## src/rtl/smc_pkg.sv

```systemverilog
package smc_pkg;

    localparam int GRP_W = 8;
    localparam int IDX_W = $clog2(GRP_W);

    // Byte offsets on the register bus
    localparam int OFF_EN_SET = 'h0;
    localparam int OFF_EN_CLR = 'h4;
    localparam int OFF_STATUS = 'hC;

    typedef struct packed {
        logic             hit;
        logic [IDX_W-1:0] idx;
    } grp_pick_t;

    typedef enum logic [1:0] {
        ACC_NONE,
        ACC_SET,
        ACC_CLR
    } en_op_e;

    // Lowest-numbered set bit of one group slice
    function automatic grp_pick_t lowest_set(input logic [GRP_W-1:0] v);
        grp_pick_t r;
        r.hit = 1'b0;
        r.idx = '0;
        for (int i = GRP_W - 1; i >= 0; i--) begin
            if (v[i]) begin
                r.hit = 1'b1;
                r.idx = IDX_W'(i);
            end
        end
        return r;
    endfunction

endpackage

```

## src/rtl/smc_enable_bank.sv

```systemverilog
module smc_enable_bank
    import smc_pkg::*;
#(
    parameter int SRC_W  = 32,
    parameter int ADDR_W = 4
) (
    input  logic              clk,
    input  logic              rst,
    input  logic              wr,
    input  logic [ADDR_W-1:0] addr,
    input  logic [SRC_W-1:0]  wdata,
    output logic [SRC_W-1:0]  en_o
);

    en_op_e           op;
    logic [SRC_W-1:0] en_q;

    always_comb begin
        op = ACC_NONE;
        if (wr) begin
            if (addr == ADDR_W'(OFF_EN_SET))      op = ACC_SET;
            else if (addr == ADDR_W'(OFF_EN_CLR)) op = ACC_CLR;
        end
    end

    always_ff @(posedge clk) begin
        if (rst) begin
            en_q <= '0;
        end else begin
            case (op)
                ACC_SET: en_q <= en_q | wdata;
                ACC_CLR: en_q <= en_q & ~wdata;
                default: en_q <= en_q;
            endcase
        end
    end

    assign en_o = en_q;

endmodule

```

## src/rtl/smc_group_eval.sv

```systemverilog
module smc_group_eval
    import smc_pkg::*;
#(
    parameter int NUM_GROUPS = 4,
    localparam int SRC_W     = NUM_GROUPS * GRP_W
) (
    input  logic [SRC_W-1:0]                 src,
    input  logic [SRC_W-1:0]                 en,
    output logic [NUM_GROUPS-1:0]            irq,
    output grp_pick_t [NUM_GROUPS-1:0]       picks
);

    logic [SRC_W-1:0] live;
    assign live = src & en;

    for (genvar g = 0; g < NUM_GROUPS; g++) begin : g_grp
        logic [GRP_W-1:0] slice;
        assign slice    = live[g*GRP_W +: GRP_W];
        assign irq[g]   = |slice;
        assign picks[g] = lowest_set(slice);
    end

endmodule

```

## src/rtl/smc_read_port.sv

```systemverilog
module smc_read_port
    import smc_pkg::*;
#(
    parameter int SRC_W  = 32,
    parameter int ADDR_W = 4
) (
    input  logic              clk,
    input  logic              rst,
    input  logic              rd,
    input  logic [ADDR_W-1:0] addr,
    input  logic [SRC_W-1:0]  en,
    input  logic [SRC_W-1:0]  src,
    output logic [SRC_W-1:0]  rdata
);

    logic [SRC_W-1:0] rmux;

    always_comb begin
        rmux = '0;
        if (rd) begin
            if (addr == ADDR_W'(OFF_EN_SET) || addr == ADDR_W'(OFF_EN_CLR))
                rmux = en;
            else if (addr == ADDR_W'(OFF_STATUS))
                rmux = src;
        end
    end

    always_ff @(posedge clk) begin
        if (rst) rdata <= '0;
        else     rdata <= rmux;
    end

endmodule

```

## src/rtl/src_merge_ctl.sv

```systemverilog
module src_merge_ctl
    import smc_pkg::*;
#(
    parameter int NUM_GROUPS = 4,
    parameter int ADDR_W     = 4,
    localparam int SRC_W     = NUM_GROUPS * GRP_W,
    localparam int SEL_W     = (NUM_GROUPS > 1) ? $clog2(NUM_GROUPS) : 1
) (
    input  logic                  clk,
    input  logic                  rst,
    input  logic [SRC_W-1:0]      src_i,
    input  logic [ADDR_W-1:0]     bus_addr,
    input  logic [SRC_W-1:0]      bus_wdata,
    input  logic                  bus_wr,
    input  logic                  bus_rd,
    output logic [SRC_W-1:0]      bus_rdata,
    input  logic [SEL_W-1:0]      sel_grp_i,
    output logic [NUM_GROUPS-1:0] grp_irq_o,
    output logic [IDX_W-1:0]      sel_idx_o,
    output logic                  sel_valid_o
);

    logic [SRC_W-1:0]            en_q;
    grp_pick_t [NUM_GROUPS-1:0]  picks;
    grp_pick_t                   sel_pick;

    smc_enable_bank #(.SRC_W(SRC_W), .ADDR_W(ADDR_W)) u_bank (
        .clk   (clk),
        .rst   (rst),
        .wr    (bus_wr),
        .addr  (bus_addr),
        .wdata (bus_wdata),
        .en_o  (en_q)
    );

    smc_group_eval #(.NUM_GROUPS(NUM_GROUPS)) u_eval (
        .src   (src_i),
        .en    (en_q),
        .irq   (grp_irq_o),
        .picks (picks)
    );

    smc_read_port #(.SRC_W(SRC_W), .ADDR_W(ADDR_W)) u_rport (
        .clk   (clk),
        .rst   (rst),
        .rd    (bus_rd),
        .addr  (bus_addr),
        .en    (en_q),
        .src   (src_i),
        .rdata (bus_rdata)
    );

    always_comb begin
        sel_pick = '0;
        for (int g = 0; g < NUM_GROUPS; g++) begin
            if (int'(sel_grp_i) == g) sel_pick = picks[g];
        end
    end

    assign sel_valid_o = sel_pick.hit;
    assign sel_idx_o   = sel_pick.idx;

endmodule

```

## config.mk

```make
export PLATFORM = sky130hd
export DESIGN_NAME = src_merge_ctl
export DESIGN_NICKNAME = d
export VERILOG_FILES = /design/src/rtl/smc_pkg.sv /design/src/rtl/smc_enable_bank.sv /design/src/rtl/smc_group_eval.sv /design/src/rtl/smc_read_port.sv /design/src/rtl/src_merge_ctl.sv
export SDC_FILE = /design/constraint.sdc
export NUM_CORES = 1
export LEC_CHECK = 0
export ABC_AREA = 1
export BUFFER_PORTS_ARGS = -buffer_cell sky130_fd_sc_hd__buf_4
export CAP_MARGIN = 20
export CORE_MARGIN = 4
export CORE_UTILIZATION = 50
export CTS_CLUSTER_DIAMETER = 120
export DETAILED_ROUTE_END_ITERATION = 12
export GPL_TIMING_DRIVEN = 0
export PLACE_DENSITY = 0.79
export SYNTH_ARGS = -nofsm -noshare
export SYNTH_HDL_FRONTEND = slang
export SYNTH_SLANG_ARGS = --single-unit
```

## constraint.sdc

```tcl
create_clock -name clk -period 5 [get_ports clk]
set_clock_uncertainty 0.1 [all_clocks]
set_input_delay 1 -clock clk [delete_from_list [all_inputs] [get_ports clk]]
set_output_delay 1 -clock clk [all_outputs]
set_load 0.05 [all_outputs]
```

==> results_dict.tcl <==
set metrics [dict create \
    outcome "finished clean" \
    hold_violations 0 \
    synth-seq-cells 64 \
    powerDensity_nw_per_um2 263 \
    synth.area.top_cells "dfxtp_1 41%, nand2_1 14%, a21oi_2 7.8%" \
    fmax_ghz 0.318 \
    cpMostUsedCell "buf_4" \
    hold_depth 2 \
    period_needed_ns 3.15 \
    synth_edf_count 0 \
    start_kind "input port" \
    p_leak_nw 1.84 \
    nets 609 \
    yosysWarnings 0 \
    die_height_um 87.5 \
    yosysUniqueCellTypes 24 \
    multi_input_area_um2 1560 \
    regArea_um2 1280 \
    cts_buffers 9 \
    clkSinkCount 64 \
    clockRootBuffer "clkbuf_8" \
    yosysSeqAreaShare 0.406 \
    rsz0062_at_grt "no" \
    slew_viol_final 0 \
    start_util 0.524 \
    cts_resized 0 \
    htree_levels 3 \
    dieArea_um2 7650 \
    post-dp-hpwl_um 7320 \
    clk_pin_slew_ns 0.07 \
    clk_latency_ns 0.35 \
    ir_drop_mv 0.161 \
    num_io_pins 114 \
    diodes 0 \
    synth_area_um2 3160 \
    slew_headroom 0.628 \
    crit_chain "buf_4 -> inv_1 -> nor2_1 -> nand2_1 -> a21oi_1 -> o21ai_0 -> nand4_1 -> buf_4" \
    path_delay_family "simple AND/OR/NAND/NOR gates" \
    cp_max_fo 4 \
    regToRegSetupSlack_ns 4.11 \
    viasPerCell 5.57 \
    routed_wl_um 9670 \
    clockBufferDepth 2 \
    r2r_cells 4 \
    slowest_stage "nor2_1" \
    netlist_instances 411 \
    vias 3422 \
    tightest_slew_ns 0.559 \
    tns_ns 0 \
    rows 28 \
    wl_per_cell_um 15.7 \
    io_buffers 112 \
    ys.flop_type "dfxtp_1" \
    yosysTopAreaCell "dfxtp_1" \
    core-area_um2 6030 \
    endpoint_kind "output port" \
    drive_gt1_frac 0.340 \
    startpoint "sel_grp_i[0]" \
    setup_viol 0 \
    hold_path_class "flop to flop" \
    async_reset_ff_frac 0 \
    cts_tree "built" \
    grt_start_max_net_pins 11 \
    grt_pass1_vias 3282 \
    drc 0 \
    gp_congestion 0.920 \
    max-cap-violations 0 \
    die_w_um 87.5 \
    reg2reg_to "u_rport.rdata[24]" \
    fill_cells 519 \
    worstPathArrival_ns 2.05 \
    drt_first_pass_iters 5 \
    worst-endpoint-required_ns 3.90 \
    crit_type "input port to output port" \
    holdBufCountCts 0 \
    fin_crit_sh 0.629 \
    postCtsSetupRepairBufs 0 \
    antenna_found_initial 0 \
    yosysTopAreaCellShare 0.406 \
    final_util 0.710 \
    critPathMaxStageDelay_ns 0.21 \
    synth_nets 486 \
    area_growth_pct 35.4 \
    ant_nets 0 \
    overflow 0 \
    drt_iter0_drc 196 \
    cp_num_buf_inv 3 \
    synth.avg_cell_area_um2 7.68 \
    grt_pass1_wl_um 15300 \
    track_usage 0.259 \
]
worst max-delay path by stage:
stage / end / slack [ns] / cells past startpoint
after floorplan: sel_valid_o / 1.45 / 6
after global placement: sel_idx_o[1] / 1.87 / 8
after detailed placement: sel_valid_o / 1.86 / 8
after CTS: sel_idx_o[1] / 1.86 / 8
after global routing: sel_idx_o[1] / 1.67 / 8
final: sel_idx_o[1] / 1.85 / 8
area by class of cell:
cell class              count  share of cell area
multi-input cells         290               0.364
flip-flops and latches     64               0.300
repair buffers            112               0.197
plain buffers              24              0.0456
clock buffers              13              0.0395
inverters                  33              0.0290
well taps                  75              0.0219
clock inverters             3             0.00351
through the flow:
stage	std cells	instance area, um2	power, W	worst slack (ns)	hold slack (ns)
finish	614	4280	0.00112	1.85	0.366
global route	614	4280	0.00116	1.67	0.401
CTS	614	4280	0.00113	1.86	0.365
detailed placement	598	4090	0.000715	1.86	0.355
global placement	598	4090	0.000713	1.87	0.348
floorplan	411	3160	0.000628	1.45	0.336
where the power goes:
group          total [W]  switching, W  internal [W]
clock           0.000417      0.000199      0.000218
sequential      0.000523    0.00000539      0.000518
combinational   0.000182      0.000108     0.0000744
total            0.00112      0.000312      0.000811
synthesized netlist by cell type, types with 4 or more instances:
library cell / number
clkbuf_1: 6
buf_6: 12
nand2_1: 117
a21oi_1: 36
dfxtp_1: 64
nand4_1: 32
o21ai_0: 17
a311oi_1: 23
o22ai_1: 4
a21oi_2: 28
nor2_1: 17
inv_2: 4
inv_1: 29
nand3_1: 5
per-layer routing:
metal	GRT usage	up-vias	part of all wire
met5	0	-	0
met4	0.131	0	0.031
met3	0.0482	28	0.094
met2	0.412	187	0.47
met1	0.334	1534	0.41
li1	-	1673	-
worst register-to-register path, delay by kind of cell, from the launching register on:
family                 cells  cell delay (ns)
flip-flops                 1             0.33
AO/OA/AOI/OAI              1             0.12
buffers and inverters      2             0.12
AND/OR/NAND/NOR            1             0.14
cells by family after synthesis:
family,Yosys count,share of synthesized area
compound gates,111,0.241
flops,64,0.406
simple gates,178,0.248
fa+ha+maj,1,0.00396
buf+inv,57,0.101
cells in the final DEF, fill, tap and decap left out, types with 17 or more instances in the layout:
cell,n
nor2_1,17
nand4_1,32
dfxtp_1,64
buf_4,115
inv_1,29
a311oi_1,23
o21ai_0,17
a21oi_1,36
nand2_1,117
a21oi_2,28
(Power assumes the default switching activity.)
